<file path="src/rtl/uart_frame_tx.sv">
module uart_frame_tx #(
  parameter int DW   = 9,
  parameter int MINW = 5,
  parameter int OSR  = 16
) (
  input  logic          clk,
  input  logic          rst_n,
  input  logic          en,
  input  logic [2:0]    len_sel,
  input  logic          par_en,
  input  logic          par_odd,
  input  logic          stop2,
  input  logic          tick,
  input  logic [DW-1:0] din,
  input  logic          din_valid,
  output logic          din_ready,
  output logic          txd,
  output logic          busy
);
  localparam int CW = $clog2(OSR);
  localparam int BW = $clog2(DW + 1);

  typedef enum logic [2:0] {S_IDLE, S_START, S_DATA, S_PAR, S_STOP} st_t;

  st_t           st;
  logic [CW-1:0] cnt;
  logic [BW-1:0] bidx, nbits, len_n;
  logic [DW-1:0] sh, msk;
  logic          pe, pb, s2, sidx, pend, line;

  wire acc       = din_valid & din_ready;
  wire bit_end   = tick & (cnt == CW'(OSR - 1));
  wire last_stop = (st == S_STOP) & (pend | (sidx == s2));

  always_comb begin
    if (int'(len_sel) >= DW - MINW) len_n = BW'(DW);
    else len_n = BW'(len_sel) + BW'(MINW);
    for (int i = 0; i < DW; i++) msk[i] = (i < int'(len_n));
  end

  wire pnew = par_odd ^ (^(din & msk));

  always_comb begin
    case (st)
      S_START: line = 1'b0;
      S_DATA:  line = sh[0];
      S_PAR:   line = pb;
      default: line = 1'b1;
    endcase
  end

  assign txd       = ~en | line;
  assign busy      = (st != S_IDLE) | pend;
  assign din_ready = ~pend & ((st == S_IDLE) | last_stop);

  always_ff @(posedge clk or negedge rst_n) begin
    if (!rst_n) begin
      st <= S_IDLE; cnt <= '0; bidx <= '0; nbits <= '0; sh <= '0;
      pe <= 1'b0; pb <= 1'b0; s2 <= 1'b0; sidx <= 1'b0; pend <= 1'b0;
    end else begin
      if (acc) begin
        sh <= din; nbits <= len_n; pe <= par_en; pb <= pnew; s2 <= stop2;
        pend <= 1'b1;
      end
      if (!en) begin
        st <= S_IDLE;
        cnt <= '0;
      end else if (st == S_IDLE) begin
        if (tick & (pend | acc)) begin
          st <= S_START; cnt <= '0; pend <= 1'b0;
        end
      end else if (tick) begin
        cnt <= bit_end ? '0 : cnt + 1'b1;
        if (bit_end) begin
          case (st)
            S_START: begin st <= S_DATA; bidx <= '0; end
            S_DATA: begin
              sh <= sh >> 1;
              if (bidx == nbits - 1'b1) begin
                st <= pe ? S_PAR : S_STOP; sidx <= 1'b0;
              end else bidx <= bidx + 1'b1;
            end
            S_PAR: begin st <= S_STOP; sidx <= 1'b0; end
            S_STOP: begin
              if (!last_stop) sidx <= 1'b1;
              else if (pend | acc) begin st <= S_START; pend <= 1'b0; end
              else st <= S_IDLE;
            end
            default: st <= S_IDLE;
          endcase
        end
      end
    end
  end
endmodule


</file>
<file path="config.mk">
export PLATFORM = sky130hd
export DESIGN_NAME = uart_frame_tx
export DESIGN_NICKNAME = d
export VERILOG_FILES = /design/src/rtl/uart_frame_tx.sv
export SDC_FILE = /design/constraint.sdc
export NUM_CORES = 1
export LEC_CHECK = 0
export ABC_AREA = 1
export CAP_MARGIN = 40
export CELL_PAD_IN_SITES_DETAIL_PLACEMENT = 1
export CELL_PAD_IN_SITES_GLOBAL_PLACEMENT = 1
export CORE_MARGIN = 4
export CORE_UTILIZATION = 40
export DETAILED_ROUTE_END_ITERATION = 8
export PLACE_DENSITY = 0.88
export REMOVE_ABC_BUFFERS = 1
export SYNTH_ARGS = -nofsm -noshare
export SYNTH_HDL_FRONTEND = slang
export SYNTH_SLANG_ARGS = --single-unit
export TNS_END_PERCENT = 20
</file>
<file path="constraint.sdc">
create_clock -name clk -period 2 [get_ports clk]
set_input_delay 0.4 -clock clk [delete_from_list [all_inputs] [get_ports clk]]
set_output_delay 0.4 -clock clk [all_outputs]
set_load 0.03 [all_outputs]
</file>
== After elaboration in Yosys (flattened, before gate mapping) ==
Index checks and enable logic that the tools add are counted.

* Register bits after elaboration: 29
* Latch bits: 0
* Bits in writable memories: 0
* Memory bits (read-only): 0
* Input port bits: 20
* Memories: 0

* $add $sub $neg: 4
* Multiply operators: 0
* Div/mod/pow operators: 0
* Magnitude comparators: 10
* Eq/ne operators: 15
* Shift operators: 0
* Multiplexer cells: 37
* Bitwise logic cells: 15
* Reduce and logical (&&, ||, !) cells: 9

{| class="wikitable"
|+ Operators with widths
! cell !! count
|-
| 9-bit 2-to-1 mux || 6
|-
| 4-bit 2-to-1 mux || 7
|-
| 3-bit 2-to-1 mux || 8
|-
| 3-bit by 4-bit less-than comparator with 1-bit output (first input constant) || 4
|-
| 1-bit 2-to-1 mux || 12
|-
| 3-bit one-hot mux with 4 select lines || 1
|-
| 9-bit bitwise AND || 1
|-
| 9-bit XOR reduction || 1
|-
| 4-bit by 1-bit adder with 4-bit output (second input constant) || 2
|-
| 1-bit by 4-bit less-than comparator with 1-bit output (first input constant) || 2
|-
| 2-bit by 4-bit less-than comparator with 1-bit output (first input constant) || 2
|-
| 4-bit one-hot mux with 2 select lines || 1
|-
| 7-bit AND reduction || 1
|-
| 3-bit by 2-bit equality test with 1-bit output (second input constant) || 2
|-
| 2-bit != test (second input constant) || 3
|-
| 3-bit by 1-bit != test with 1-bit output (second input constant) || 2
|-
| 1-bit one-hot mux with 3 select lines || 2
|-
| 6-bit AND reduction || 1
|-
| 3-bit nonzero test || 2
|-
| 1-bit bitwise AND || 5
|-
| 1-bit OR || 5
|-
| 5-bit AND reduction || 1
|-
| 3-bit by 3-bit adder with 4-bit output (second input constant) || 1
|-
| 4-bit equality test || 1
|-
| other kinds (15) || 17
|}

== Logic depth before layout (Yosys ltp) ==
Gate-level depths: netlist (run 1).

* Depth after elaboration: 14
* Gate-level depth with buffers: 16
* Depth with buffers taken out: 16

== Worst setup path after synthesis (run 1) ==
No wires, ideal clock.

* Path type: input to register
* From: in len_sel[0]
* To: reg pb
* Data arrival time: 1.618 ns
* Data required time: 1.882 ns
* Path slack: 0.263 ns
* Stages: 11
* Path buffers: 0
* Cell sequence: inv_1 ha_1 inv_1 nand3_1 o21ai_1 xor2_1 nand2_1 nand2_1 nand3_1 nand3_1 nand2_1

* Longest elaborated chain between the ends: 6

{| class="wikitable"
|+ RTL lines
! element !! RTL line !! source
|-
| start: declaration || 9 || <nowiki>input logic [2:0] len_sel,</nowiki>
|-
| 3-bit by 3-bit adder with 4-bit output or 3-bit greater-or-equal comparator (tied branches) || 37, 36 ||
|-
| 4-bit 2-to-1 mux (*) || 36 || <nowiki>if (int'(len_sel) >= DW - MINW) len_n = BW'(DW);</nowiki>
|-
| 1-bit by 4-bit less-than comparator with 1-bit output (tied with other cells) || 38 || <nowiki>for (int i = 0; i < DW; i++) msk[i] = (i < int'(len_n));</nowiki>
|-
| 9-bit bitwise AND (*) || 41 || <nowiki>wire pnew = par_odd ^ (^(din & msk));</nowiki>
|-
| 9-bit XOR reduction (*) || 41 ||
|-
| 1-bit XOR (*) || 41 ||
|-
| end signal: assignment || 62 || <nowiki>sh <= din; nbits <= len_n; pe <= par_en; pb <= pnew; s2 <= stop2;</nowiki>
|-
| end: declaration || 29 || <nowiki>logic pe, pb, s2, sidx, pend, line;</nowiki>
|}

Every way passes the cells marked *; elsewhere a longest branch is shown, timed or not.
A chain may end at the register's enable or synchronous reset.

== Worst setup path after layout (run 1) ==
* From: reg st[1]
* To: out txd

* Longest elaborated chain between the ends: 3

{| class="wikitable"
|+ RTL lines
! element !! RTL line !! source
|-
| start: declaration || 25 || <nowiki>st_t st;</nowiki>
|-
| start signal: assignment || 58 || <nowiki>st <= S_IDLE; cnt <= '0; bidx <= '0; nbits <= '0; sh <= '0;</nowiki>
|-
| start signal: assignment || 66 || <nowiki>st <= S_IDLE;</nowiki>
|-
| start signal: assignment || 70 || <nowiki>st <= S_START; cnt <= '0; pend <= 1'b0;</nowiki>
|-
| 3-bit by 2-bit equality test with 1-bit output or 3-bit by 1-bit equality test with 1-bit output (tied branches) || 44 || <nowiki>case (st)</nowiki>
|-
| 1-bit one-hot mux with 3 select lines (*) || 44 ||
|-
| 1-bit OR (*) || 52 || <nowiki>assign txd = ~en | line;</nowiki>
|-
| end: declaration || 17 || <nowiki>output logic txd,</nowiki>
|}

Marked as above.

==> results of run 1 <==
routing by layer:
metal  track usage  vias up  wire (um)
li1              -      963          -
met1         0.212      918       2200
met5             0        -          0
met3        0.0267       10         98
met2         0.349       25       2850
met4        0.0836        0        120
critical path, delay by kind of cell, from the launching register on:
| kind | cells | cell delay, ps |
|---|---|---|
| DFF | 1 | 430 |
| and+or+nand+nor | 1 | 140 |
| AOI/OAI and AO/OA | 1 | 240 |
| buffers and inverters | 3 | 510 |
cell families after synthesis:
family	Yosys count	share of synthesized area
buf+inv	54	0.105
simple gates	117	0.284
fa+ha+maj	5	0.0323
compound gates	51	0.148
xor+xnor	11	0.0498
mux	1	0.00517
flops	29	0.375
timing repair:
action / in CTS / in global routing
setup endpoints to repair: 3 / 8
pin swaps: 0 / 1
cloned: 0 / 0
setup buffers: 0 / 0
resized for setup: 5 / 11
synth_stat cells:
library cell / count
o22ai_4: 1
clkbuf_1: 1
nand2_2: 4
o22ai_1: 1
clkinv_1: 1
nand4_1: 3
nor3_1: 4
buf_2: 1
xor2_1: 5
nor2_1: 10
a22oi_1: 1
nor2_2: 3
or2_2: 1
inv_1: 43
nor3_2: 1
dfrtp_1: 29
o31ai_1: 1
nand3_2: 2
nand2_1: 57
o211ai_1: 1
xnor2_1: 6
mux2i_1: 1
inv_2: 8
o21ai_1: 17
a31oi_1: 1
nor2_4: 3
a211oi_1: 1
nand3_1: 29
o21ai_0: 14
o2111ai_1: 1
ha_1: 5
a21oi_1: 12
sequential cells by signal, indices dropped and copies added (netlist names):
signal,flops
pend,1
st,3
sidx,1
sh,9
s2,1
pe,1
cnt,4
pb,1
bidx,4
nbits,4
layout make-up:
cell class,instances,area share
multi-input combinational,185,0.416
sequential,29,0.288
timing repair buffer,45,0.157
inverter,52,0.0774
clock buffer,7,0.0342
tap,54,0.0268
power by group through the flow:
| stage | clock network, W | logic [W] | registers [W] |
|---|---|---|---|
| 6_report | 0.000492 | 0.00139 | 0.000913 |
| 5_1_grt | 0.000536 | 0.00157 | 0.000933 |
| 4_1_cts | 0.000509 | 0.00140 | 0.000907 |
| 3_5_place_dp | 0 | 0.00139 | 0.000914 |
| 3_3_place_gp | 0 | 0.00133 | 0.000897 |
| 2_1_floorplan | 0 | 0.000966 | 0.000880 |
final timing paths:
| check | start | endpoint | cells past startpoint |
|---|---|---|---|
| hold reg to reg | pb | pb | 2 |
| setup / recovery | st[1] | txd | 5 |
| min in group asynchronous | rst_n | bidx[2] | 2 |
| max in group asynchronous | rst_n | st[2] | 2 |
| setup reg to reg | nbits[0] | st[0] | 10 |
| hold / removal | pb | pb | 2 |
stage by stage:
stage               worst slack (ps)   util  instance area [sq um]  hold WS [ps]
detailed placement              -455  0.508                   2380           473
CTS                             -163  0.527                   2470           487
finish                          2.91  0.537                   2520           482
global placement                -338  0.508                   2380           464
floorplan                        249      -                   1930           104
global route                   -48.1  0.537                   2520           530
==> metrics.md, run 1 <==
| Metric | Value |
|---|---|
| Post-synth top area cell | dfrtp_1 |
| Core Rows | 25 |
| # hold bufs at CTS | 0 |
| Switch Pwr | 0.00120 W |
| Flop pwr share | 0.326 |
| Worst path required time | around 1600 ps |
| Gr usage total | 0.188 |
| Max Freq | 501 MHz |
| DP Cell Count | between 300 and 400 |
| Worst slew pin tran | between 300 and 400 ps |
| Initial core utilization | 0.412 |
| Largest net degree at the start of global routing | 30 |
| Power share of the combinational group | 0.498 |
| RSZ-0062 raised after global routing | true |
| Syn avg cell area | a little over 7 sq um |
| Largest stage delay, worst path | 430 ps |
| Detail Route Antenna Nets | 0 |
| Fin crit share | 0.999 |
| Status | finished, final reports clean |
| Worst-Skew Late Latency | around 280 ps |
| Starting DRC count in detailed routing | 55 |
| Vias per inst | 5.15 |
| Synthesis-to-finish area growth | 30.3% |
| Final Hold Viols | 0 |
| Max_cap viols | 0 |
| Worst Hold Class | register to register |
| Placer Congestion | around 0.84 |
| CP Class | register to primary output |
| Mapped cell area | just under 2000 sq um |
| Startpoint types | register |
| Clock transition at path regs | 60 ps |
| H-tree levels | 2 |
| Sw frac | 0.429 |
| Most common cell after layout, fill and taps aside | nand2_1 |
| Crit path DAT | approximately 1600 ps |
| Port buffer count | 22 |
| Total grt overflow | 0 |
| Longest Clk Path Bufs | 2 |
| Reg2reg setup slack | between 200 and 300 ps |
| Diode count | 0 |
| Vias in the first global route | about 2000 |
| Die ar. | approximately 6000 sq um |
| Multi-input gate area | roughly 1000 sq um |
| CP max-delay cell | dfrtp_1 |
| CTS root buf | clkbuf_8 |
| LEAKAGE | 1.27 nW |
| Sequential fraction of the synthesis area | 0.375 |
| Die H | 77.5 um |
| Most frequent cells in the layout | nand2_1, inv_1, nand3_1, dfrtp_1, buf_4 |
| I/O Pins | 23 |
| Core Region | 4690 sq um |
| Fin cells | 372 |
| Synth Register Bits | 29 |
| Cell variety after synth | 32 |
| Nets | 343 |
| CTS tree | yes |
| Power per cell area | around 1100 nW/um^2 |
| Clock sink count | 29 |
| TNS Setup | 0 ps |
| Routed Wire Length | between 5000 and 6000 um |
| Yosys top cell area share | 0.375 |
| WL/cell | between 10 and 15 um |
| First-pass GRT wire length | between 9000 and 10000 um |
| Sequential cell area | a little over 700 sq um |
| Max Fanout on Critical Path | 4 |
| Final setup fails | 0 |
| YS warnings | 0 |
| CP dominant cell by count | inv_1 |
| Pwr Total | ~0.0028 W |
| Fillers | approximately 600 |
| DRT Pass-1 Iters | 4 |
| Synth Instances | 268 |
| Layout cells sized above 1 | 0.192 |
| Int Power | 0.00160 W |
| Drt drc | 0 |
| Final min period | 2000 ps |
| Hpwl dp | approximately 4100 um |
| Clk pwr share | 0.176 |
| Synth top area cells | dfrtp_1, nand2_1, inv_1, nand3_1, o21ai_1 |
| Layout Skew | about 7.8 ps |
| Crit. End Element | primary output |
| Vias post-DR | 1916 |
| Worst slew margin | 0.752 |
| Fin. max-slew vios | 0 |
| Chip Width | just under 80 um |
| CP cell instances | inv_1 > nor2_1 > inv_1 > o2111ai_1 > clkdlybuf4s15_2 |
| IR drop worst, VDD | a little under 500 uV |
| CTS Buf Count | 5 |
| Antenna violations before repair | 0 |
Note: power is estimated with default switching activity, not from simulation.
==> run 2: changes to the inputs <==
--- a/config.mk
+++ b/config.mk
@@ -12,6 +12,7 @@
 export CORE_MARGIN = 4
 export CORE_UTILIZATION = 40
 export DETAILED_ROUTE_END_ITERATION = 8
+export MAX_ROUTING_LAYER = met4
 export PLACE_DENSITY = 0.88
 export REMOVE_ABC_BUFFERS = 1
 export SYNTH_ARGS = -nofsm -noshare
==> run 2 against run 1 <==
Net effect: non-clock buffer count is the same; global-route usage grew 0.52 points; clock-buffer cell count is the same.
==> metrics.md, run 2 (synthesis results as in run 1) <==
| Metric | Value |
|---|---|
| CP cell instances | inv_1 > nor2_1 > inv_1 > o2111ai_1 > buf_2 |
| Post-CTS Setup Inserts | 0 (unchanged) |
| Initial core utilization | 0.412 (unchanged) |
| Total grt overflow | 0 (unchanged) |
| Pwr Total | 0.00279 W (-0.21%) |
| Longest Clk Path Bufs | 2 (unchanged) |
| H-tree levels | 2 (unchanged) |
| Detail Route Antenna Nets | 0 (unchanged) |
| Critical Path Stages | 5 (unchanged) |
| CTS root buf | clkbuf_8 |
| Power share of the combinational group | 0.497 (about the same) |
| Vias post-DR | 1926 (+0.52%) |
| Synthesis-to-finish area growth | 30.0% |
| CP max-delay cell | dfrtp_1 |
| IR drop worst, VDD | 495 uV (about the same) |
| Starting DRC count in detailed routing | 53 (-3.6%) |
| Switch Pwr | 0.00120 W (about the same) |
| Diode count | 0 (unchanged) |
| Fin cells | 372 (unchanged) |
| Crit path DAT | 1500 ps (-100 ps) |
| Worst slew margin | 0.753 (about the same) |
| CTS tree | yes |
| Clk pwr share | 0.176 (about the same) |
| Routed Wire Length | 5260 um (-0.19%) |
| LEAKAGE | 1.27 nW (about the same) |
| Crit. End Element | primary output |
| Hold Path Stages | 2 (unchanged) |
| Max Fanout on Critical Path | 4 (unchanged) |
| Delay-heaviest family, CP | flip-flops |
| Drt drc | 0 (unchanged) |
| Largest stage delay, worst path | 420 ps (about the same) |
| CTS Buf Count | 5 (unchanged) |
| Worst Hold Class | register to register |
| Final setup margin | 104 ps (+101 ps) |
| Max reg flops | 9 (unchanged) |
| Layout Skew | 7.87 ps (+0.0505 ps) |
| Placer Congestion | 0.851 (+1.6%) |
| Startpoint types | register |
| Max Freq | 527 MHz (+5.3%) |
| Final Hold Viols | 0 (unchanged) |
| Chip Width | 77.5 um (unchanged) |
| Largest net degree at the start of global routing | 30 (unchanged) |
| Core Region | 4690 sq um (unchanged) |
| Final setup fails | 0 (unchanged) |
| Most common cell after layout, fill and taps aside | nand2_1 |
| FF-to-FF path depth | 11 (+1) |
| DP Worst Slack | -455 ps (unchanged) |
| Core Rows | 25 (unchanged) |
| First-pass GRT wire length | 9070 um (about the same) |
| Max_cap viols | 0 (unchanged) |
| DRT Pass-1 Iters | 4 (unchanged) |
| Sw frac | 0.430 (+0.000869) |
| I/O Pins | 23 (unchanged) |
| Worst slew pin tran | 367 ps (-0.773 ps) |
| Worst path required time | 1600 ps (about the same) |
| Buf/Inv on CP | 3 (unchanged) |
| Die H | 77.5 um (unchanged) |
| Status | finished, final reports clean |
| Layout cells sized above 1 | 0.192 (unchanged) |
| Vias in the first global route | 2024 (-0.099%) |
| Reg2reg setup slack | 200 ps (-50 ps) |
| Hpwl dp | 4120 um (unchanged) |
| Fin crit share | 0.948 (-0.0505) |
| DP Cell Count | 365 (unchanged) |
| Worst-Skew Late Latency | 280 ps (about the same) |
| Final min period | 1900 ps (-101 ps) |
| Clock transition at path regs | 60 ps (about the same) |
| CP dominant cell by count | inv_1 |
| Final hold slack | 482 ps (+0.438 ps) |
| Power per cell area | 1110 nW/um^2 (about the same) |
| Nets | 343 (unchanged) |
| Int Power | 0.00159 W (-0.36%) |
| Antenna violations before repair | 0 (unchanged) |
| WL/cell | 14.1 um (-0.19%) |
| Gr usage total | 0.193 (+0.00523) |
| Die ar. | 6010 sq um (unchanged) |
| Most frequent cells in the layout | nand2_1, inv_1, nand3_1, dfrtp_1, buf_4 |
| Port buffer count | 22 (unchanged) |
| Clock sink count | 29 (unchanged) |
| CP Class | register to primary output |
| Most flop-heavy register | sh |
| RSZ-0062 raised after global routing | false |
| Flop pwr share | 0.327 (about the same) |
| Fin. max-slew vios | 0 (unchanged) |
| Vias per inst | 5.18 (+0.52%) |
-- run 2: what timing repair did --
action	in CTS	in global routing
hold buffers	0	0
endpoints found under the setup margin	3	8
pin swaps	0	2
hold endpoints to repair	0	0
gates resized for setup	5	13
-- run 2: layout make-up --
type                            instances  area, sq um
Fill cell                             604         2180
Multi-Input combinational cell        185         1050
Sequential cell                        29          727
Timing Repair Buffer                   45          389
Inverter                               52          195
Clock buffer                            7         86.3
Tap cell                               54         67.6
-- run 2: power by group through the flow --
| stage | clock (W) | sequential (W) | combinational [W] |
|---|---|---|---|
| after floorplan | 0 | 0.000880 | 0.000966 |
| after CTS | 0.000509 | 0.000907 | 0.00140 |
| after detailed placement | 0 | 0.000914 | 0.00139 |
| final | 0.000493 | 0.000912 | 0.00139 |
| after global routing | 0.000536 | 0.000933 | 0.00156 |
| after global placement | 0 | 0.000897 | 0.00133 |
-- run 2: worst paths after layout --
kind | start | to
worst max register to register | cnt[0] | bidx[2]
max in group asynchronous | rst_n | st[2]
worst max-delay path | st[1] | txd
worst min register to register | pb | pb
worst min-delay path | pb | pb
min in group asynchronous | rst_n | bidx[2]
-- run 2: tightest hold or removal path: stages (launching register included) --
cell     delay (ps)
dfrtp_1         340
nand2_1          50
nand2_1          50
-- run 2: layer usage --
layer / routed length (um) / vias to the layer above / global-route usage
met5: 0 / - / -
met4: 147 / 0 / 0.0836
met3: 123 / 12 / 0.0267
met2: 2840 / 33 / 0.349
met1: 2140 / 918 / 0.212
li1: - / 963 / -
-- run 2: through the flow --
step,TNS (ps),util,area (sq um)
6_report,0,0.536,2510
5_1_grt,0,0.536,2510
4_1_cts,-163,0.527,2470
3_5_place_dp,-1430,0.508,2380
3_3_place_gp,-737,0.508,2380
2_1_floorplan,0,-,1930
